$ cat src/rtl/twi_stat_pkg.sv
package twi_stat_pkg;
  localparam int STAT_W  = 32;
  localparam int LIVE_N  = 6;
  localparam int STICK_N = 5;
  localparam logic [STAT_W-1:0] RSV_ONES = 32'h0000_F000;
  // live order: txcomp, rxrdy, txrdy, svread, svacc, sclws
  localparam logic [LIVE_N-1:0] LIVE_RST = 6'b00_1001;
  // sticky order: gcall, ovr, nack, arb, eos
  localparam logic [STICK_N-1:0] STICK_RST = '0;

  function automatic int live_pos(input int i);
    case (i)
      0: return 0;
      1: return 1;
      2: return 2;
      3: return 3;
      4: return 4;
      default: return 10;
    endcase
  endfunction

  function automatic int stick_pos(input int i);
    case (i)
      0: return 5;
      1: return 6;
      2: return 8;
      3: return 9;
      default: return 11;
    endcase
  endfunction
endpackage

$ cat src/rtl/twi_stat_live.sv
module twi_stat_live
  import twi_stat_pkg::*;
#(
  parameter int N = LIVE_N,
  parameter logic [N-1:0] RST = LIVE_RST
) (
  input  logic         clk_i,
  input  logic         rst_ni,
  input  logic [N-1:0] lvl_i,
  input  logic         force_txc_i,
  output logic [N-1:0] q_o
);
  logic [N-1:0] nxt;
  always_comb begin
    nxt    = lvl_i;
    nxt[0] = lvl_i[0] | force_txc_i;
  end
  always_ff @(posedge clk_i or negedge rst_ni)
    if (!rst_ni) q_o <= RST;
    else         q_o <= nxt;
endmodule

$ cat src/rtl/twi_stat_sticky.sv
module twi_stat_sticky #(
  parameter logic RST = 1'b0
) (
  input  logic clk_i,
  input  logic rst_ni,
  input  logic set_i,
  input  logic clr_i,
  output logic q_o
);
  always_ff @(posedge clk_i or negedge rst_ni)
    if (!rst_ni)    q_o <= RST;
    else if (set_i) q_o <= 1'b1;  // set beats read-clear
    else if (clr_i) q_o <= 1'b0;
endmodule

$ cat src/rtl/twi_stat_events.sv
module twi_stat_events
  import twi_stat_pkg::*;
(
  input  logic               master_mode_i,
  input  logic               svread_i,
  input  logic               svacc_i,
  input  logic               svacc_q_i,
  input  logic               rxrdy_q_i,
  input  logic               arb_lost_i,
  input  logic               nack_i,
  input  logic               gcall_i,
  input  logic               rhr_load_i,
  output logic [STICK_N-1:0] set_o,
  output logic               force_txc_o
);
  logic slv, arb_set, nak_mst;
  assign slv     = ~master_mode_i;
  assign arb_set = arb_lost_i & master_mode_i;
  assign nak_mst = nack_i & master_mode_i;
  always_comb begin
    set_o[0] = gcall_i & slv;
    set_o[1] = rhr_load_i & rxrdy_q_i & slv;
    set_o[2] = nak_mst | (nack_i & slv & svread_i);
    set_o[3] = arb_set;
    set_o[4] = svacc_q_i & ~svacc_i & slv;
  end
  assign force_txc_o = arb_set | nak_mst;
endmodule

$ cat src/rtl/twi_status_unit.sv
module twi_status_unit
  import twi_stat_pkg::*;
(
  input  logic        clk_i,
  input  logic        rst_ni,
  input  logic        master_mode_i,
  input  logic        txcomp_i,
  input  logic        rxrdy_i,
  input  logic        txrdy_i,
  input  logic        svread_i,
  input  logic        svacc_i,
  input  logic        sclws_i,
  input  logic        arb_lost_i,
  input  logic        nack_i,
  input  logic        gcall_i,
  input  logic        rhr_load_i,
  input  logic        rd_i,
  output logic [31:0] status_o
);
  logic [LIVE_N-1:0]  live_q;
  logic [STICK_N-1:0] stick_q, stick_set;
  logic               force_txc;

  twi_stat_events u_ev (
    .master_mode_i(master_mode_i), .svread_i(svread_i), .svacc_i(svacc_i),
    .svacc_q_i(live_q[4]), .rxrdy_q_i(live_q[1]), .arb_lost_i(arb_lost_i),
    .nack_i(nack_i), .gcall_i(gcall_i), .rhr_load_i(rhr_load_i),
    .set_o(stick_set), .force_txc_o(force_txc)
  );

  twi_stat_live #(.N(LIVE_N), .RST(LIVE_RST)) u_live (
    .clk_i(clk_i), .rst_ni(rst_ni),
    .lvl_i({sclws_i, svacc_i, svread_i, txrdy_i, rxrdy_i, txcomp_i}),
    .force_txc_i(force_txc), .q_o(live_q)
  );

  for (genvar g = 0; g < STICK_N; g++) begin : g_stick
    twi_stat_sticky #(.RST(STICK_RST[g])) u_flag (
      .clk_i(clk_i), .rst_ni(rst_ni), .set_i(stick_set[g]),
      .clr_i(rd_i), .q_o(stick_q[g])
    );
  end

  always_comb begin
    status_o = RSV_ONES;
    for (int i = 0; i < LIVE_N; i++)  status_o[live_pos(i)]  = live_q[i];
    for (int i = 0; i < STICK_N; i++) status_o[stick_pos(i)] = stick_q[i];
  end
endmodule

$ cat config.mk
export PLATFORM = sky130hd
export DESIGN_NAME = twi_status_unit
export DESIGN_NICKNAME = d
export VERILOG_FILES = /design/src/rtl/twi_stat_pkg.sv /design/src/rtl/twi_stat_live.sv /design/src/rtl/twi_stat_sticky.sv /design/src/rtl/twi_stat_events.sv /design/src/rtl/twi_status_unit.sv
export SDC_FILE = /design/constraint.sdc
export NUM_CORES = 1
export LEC_CHECK = 0
export ABC_AREA = 1
export BUFFER_PORTS_ARGS = -buffer_cell sky130_fd_sc_hd__buf_2
export CAP_MARGIN = 0
export CELL_PAD_IN_SITES_DETAIL_PLACEMENT = 1
export CELL_PAD_IN_SITES_GLOBAL_PLACEMENT = 2
export CORE_UTILIZATION = 20
export DETAILED_ROUTE_END_ITERATION = 16
export PLACE_DENSITY_LB_ADDON = 0.1
export SLEW_MARGIN = 20
export SYNTH_ARGS = -nofsm -noshare
export SYNTH_HDL_FRONTEND = slang
export SYNTH_SLANG_ARGS = --single-unit
$ cat constraint.sdc
create_clock -name clk_i -period 1.2 [get_ports clk_i]
set_input_delay 0.06 -clock clk_i [delete_from_list [all_inputs] [get_ports clk_i]]
set_output_delay 0.06 -clock clk_i [all_outputs]
set_load 0.01 [all_outputs]
==> results.cfg, run 1 <==
[placement]
hpwl_um = 815.7
gp_congestion = 0.6066
pre_cts_ws_ns = 0.5307
dpl_cell_area_um2 = 596.8
io_buffers = 24
dp.cells = 107

[setup_path]
crit_required_ns = 1.14
path_buf_inv = 1
cp-end-kind = primary output
start_kind = flop
critPathSlowestCell = dfstp_2
criticalPathCategory = flop to primary output
crit_arrival_ns = 0.90
critPathMaxStageDelay_ns = 0.52
path_cells = buf_2
critPathMaxFanout = 1
crit_family = flip-flops

[synth]
avgSynthCellArea_um2 = 9.456
postSynthCellCount = 61
yosys_warnings = 0
yosys_register_bits = 11
synth_area_um2 = 576.8
synth_seq_area_share_pct = 48.16
yosys.cell_types.count = 9

[floorplanning]
core-area_um2 = 2734
die_w_um = 55.71
ioPinCount = 46
chipHeight_um = 55.71
start_util_pct = 21.10
die_area_um2 = 3103
fp-row-count = 19

[routing]
vias = 397
ant_nets = 0
finalWirelength_um = 1042
drc = 0
firstDrtPassIters = 4
wire_per_inst_um = 8.756
vias_per_cell = 3.336
first_iter_violations = 7

[grt]
overflow = 0
grt_usage_pct = 7.420
antenna_found_initial = 0
grt_pass1_wl_um = 1676
grt_pass1_vias = 376
grt_max_degree = 12

[clocking]
cts_num_sinks = 11
cts_resized = 0
clkSlewWorstSetupHoldPaths_ns = 0.07
cts.htree.levels = 1
post_cts_buffers = 0
cts_tree = done
clockRootBuffer = clkbuf_4
holdBufCountCts = 8
clock_latency_ns = 0.26
cts_buffers = 3
clock_path_buffers = 2

[cells_and_area]
drive_gt1_share_pct = 32.95
final_cell_mix = 24 x buf_2, 21 x conb_1, 14 x nand2_1
final_nets = 103
fin_cells = 119
area_growth_pct = 21.91
stdcell_area_um2 = 703.2
final_common_cell = buf_2
final_util_pct = 25.72
num_antenna_cells = 0

[sta]
slew_viol_final = 0
setup_ws_ns = 0.2449
timing.final.crit_share_pct = 79.59
hold_ws_ns = 0.01787
fmax_ghz = 1.047
skew_ns = 0.0006281
period_minus_slack_ns = 0.9551
hold_viol = 0
setup_viol = 0
tns_ns = 0
rsz0062_at_grt = no

[pwr]
power_mw = 0.8020
leakage_nw = 0.4001
ir_drop_v = 0.0004215
p_per_area_nw_per_um2 = 1141

[outcome]
outcome = finished, final reports clean

[hold_path]
hp-class = input pin to flop

[job]
maxCapViolCount = 0
tightest hold or removal path: cells and delay by family:
| kind | cells | cell delay [ns] |
|---|---|---|
| and+or+nand+nor | 2 | 0.11 |
| buffers and inverters | 1 | 0.08 |
routing by layer:
| metal | GRT usage, % | part of all wire [%] | wire length [um] |
|---|---|---|---|
| met5 | 0 | 0 | 0 |
| met4 | 6.429 | 1.9 | 20 |
| met3 | 1.860 | 10 | 109 |
| met2 | 11.19 | 48 | 500 |
| met1 | 8.721 | 40 | 412 |
final cells by class:
type	count	area [um2]
inverter	2	7.507
clock buffer	4	26.28
multi-input combinational	39	152.6
timing repair buffer	32	200.2
fill	333	2031
tap	31	38.79
sequential	11	277.8
logic make-up after synthesis:
kind of cell,Yosys count,synth area share [%]
AND/OR/NAND/NOR,18,12.80
other,2,1.302
buffers and inverters,30,37.74
flip-flops,11,48.16
synthesized netlist by cell type (all sizes together):
cell	number	area (um2)
nand3b	1	7.510
buf	28	210.2
nand2	14	52.55
dfstp	2	52.55
dfrtp	9	225.2
conb	2	7.510
nand3	2	10.01
inv	2	7.510
nor2	1	3.750
where the power goes:
group	total, mW	internal, mW	switching (mW)	leakage (nW)
Clock	0.252	0.128	0.123	0.0150
Combinational	0.142	0.0578	0.0841	0.256
Sequential	0.408	0.399	0.00967	0.129
path summary, 6_finish.rpt:
kind                                    endpoint                  start  cells past startpoint  slack, ns
min reg2reg                g_stick[0].u_flag.q_o  g_stick[0].u_flag.q_o                      2       0.48
min                        g_stick[3].u_flag.q_o             arb_lost_i                      3       0.02
max in group asynchronous          u_live.q_o[0]                 rst_ni                      2       0.75
max                                  status_o[3]          u_live.q_o[3]                      1       0.24
min in group asynchronous          u_live.q_o[2]                 rst_ni                      2       0.19
max reg2reg                g_stick[2].u_flag.q_o  g_stick[2].u_flag.q_o                      2       0.59
state kept, by name, summed over array words and instances (netlist names):
name                count
g_stick.u_flag.q_o      5
u_live.q_o              6
(Power assumes the default switching activity.)
==> run 2, diff against run 1 <==
--- a/config.mk
+++ b/config.mk
@@ -10,7 +10,7 @@
 export CAP_MARGIN = 0
 export CELL_PAD_IN_SITES_DETAIL_PLACEMENT = 1
 export CELL_PAD_IN_SITES_GLOBAL_PLACEMENT = 2
-export CORE_UTILIZATION = 20
+export CORE_UTILIZATION = 17
 export DETAILED_ROUTE_END_ITERATION = 16
 export PLACE_DENSITY_LB_ADDON = 0.1
 export SLEW_MARGIN = 20
==> constraint.sdc (replaced) <==
create_clock -name clk_i -period 0.8 [get_ports clk_i]
set_input_delay 0.04 -clock clk_i [delete_from_list [all_inputs] [get_ports clk_i]]
set_output_delay 0.04 -clock clk_i [all_outputs]
set_load 0.01 [all_outputs]
==> run 2 against run 1 <==
The run now ends with setup timing left. Routed wire length grew 9.0%. Core utilization shrank 1.4 points. Cell count grew 13%. Register-to-register slack lost 0.49 ns. Clock power grew 51%. First-iteration DRC count grew 86%. Sequential power grew 50%. Sequential share of layout area shrank 2.9 points.
==> results.cfg, run 2 (synthesized netlist as in run 1, its figures left out) <==
[setup_path]
criticalPathCategory = flop to primary output
r2r_cells = 3
critPathMaxStageDelay_ns = 0.53
critPathMaxFanout = 1
critPathSlowestCell = dfstp_2
crit_arrival_ns = 0.88
crit_family = flip-flops
path_cells = buf_6
path_buf_inv = 1
path_depth = 1
start_kind = flop
crit_required_ns = 0.76
cp-end-kind = primary output

[cells_and_area]
final_cell_mix = 22 x buf_2, 21 x conb_1, 14 x nand2_1
final_nets = 106
fin_cells = 135
largest_register = u_live.q_o
largest_reg_flops = 6
fillerInstances = 398
top_regs = u_live.q_o (6), g_stick.u_flag.q_o (5)
num_antenna_cells = 0
drive_gt1_share_pct = 32.97
final_common_cell = buf_2
area_growth_pct = 31.67

[grt]
grt_max_degree = 12
grt_pass1_wl_um = 1718
grt_usage_pct = 6.957
antenna_found_initial = 0
grt_pass1_vias = 396
overflow = 0

[sta]
tns_ns = -0.3913
rsz0062_at_grt = yes
hold_viol = 0
setup_viol = 10
timing.final.crit_share_pct = 115.4
fmax_ghz = 1.083
slew_viol_final = 0
hold_ws_ns = 0.01899
setup_ws_ns = -0.1236
skew_ns = 0.001887
period_minus_slack_ns = 0.9236

[placement]
gp_congestion = 0.6701
io_buffers = 24
pre_cts_ws_ns = 0.1536
hpwl_um = 867
dp.cells = 120

[clocking]
clkSlewWorstSetupHoldPaths_ns = 0.07
cts_buffers = 3
cts_num_sinks = 11
cts_tree = done
cts.htree.levels = 1
clockRootBuffer = clkbuf_4
clock_latency_ns = 0.26
clock_path_buffers = 2

[pwr]
power_mw = 1.229
leakage_nw = 0.4183
p_per_area_nw_per_um2 = 1618
ir_drop_v = 0.0008686

[job]
maxCapViolCount = 0

[floorplanning]
chipHeight_um = 60.25
fp-row-count = 20
die_area_um2 = 3630
core-area_um2 = 3128
die_w_um = 60.25
start_util_pct = 18.44
ioPinCount = 46

[routing]
vias_per_cell = 2.933
drc = 0
ant_nets = 0
firstDrtPassIters = 2
first_iter_violations = 13
wire_per_inst_um = 8.415
vias = 396
finalWirelength_um = 1136

[hold_path]
hp-class = input pin to flop
hold_depth = 3

[outcome]
outcome = finished with violations
violations = setup timing
run 2: power breakdown:
part	switching (mW)	internal (mW)
clock	0.187	0.193
sequential	0.0161	0.598
combinational	0.130	0.105
total	0.333	0.896
run 2: path summary, 6_finish.rpt:
path / slack (ns) / to / startpoint
setup / recovery: -0.12 / status_o[0] / u_live.q_o[0]
hold / removal: 0.02 / g_stick[2].u_flag.q_o / nack_i
setup reg to reg: 0.10 / g_stick[3].u_flag.q_o / g_stick[3].u_flag.q_o
hold reg to reg: 0.47 / g_stick[0].u_flag.q_o / g_stick[0].u_flag.q_o
max in group asynchronous: 0.34 / u_live.q_o[3] / rst_ni
min in group asynchronous: 0.19 / g_stick[1].u_flag.q_o / rst_ni
run 2: stage by stage:
step	util, %	instance area, um2
2_1_floorplan	-	648.1
3_3_place_gp	19.60	613.1
3_5_place_dp	19.60	613.1
4_1_cts	24.28	759.5
5_1_grt	24.28	759.5
6_report	24.28	759.5
run 2: timing repair:
item,CTS,global route
resized for setup,2,0
endpoints found under the setup margin,11,11
endpoints found under the hold margin,20,0
hold buffers,10,0
pin swaps,0,0
buffers inserted,1,0
run 2: layout make-up:
type	count	area (um2)	share of cell area, %
tap	44	55.05	7.249
inverter	2	7.507	0.9885
clock buffer	4	26.28	3.460
sequential	11	277.8	36.57
timing repair buffer	35	240.2	31.63
multi-input combinational	39	152.6	20.10
run 2: per-layer routing:
metal  track usage [%]  vias up  wire length (um)  part of all wire [%]
met4                 0        0                 0                     0
met1             7.320      171               491                    43
li1                  -      196                 -                     -
met5                 0        -                 0                     0
met2             12.09       29               521                    46
met3             4.762        0               123                    11
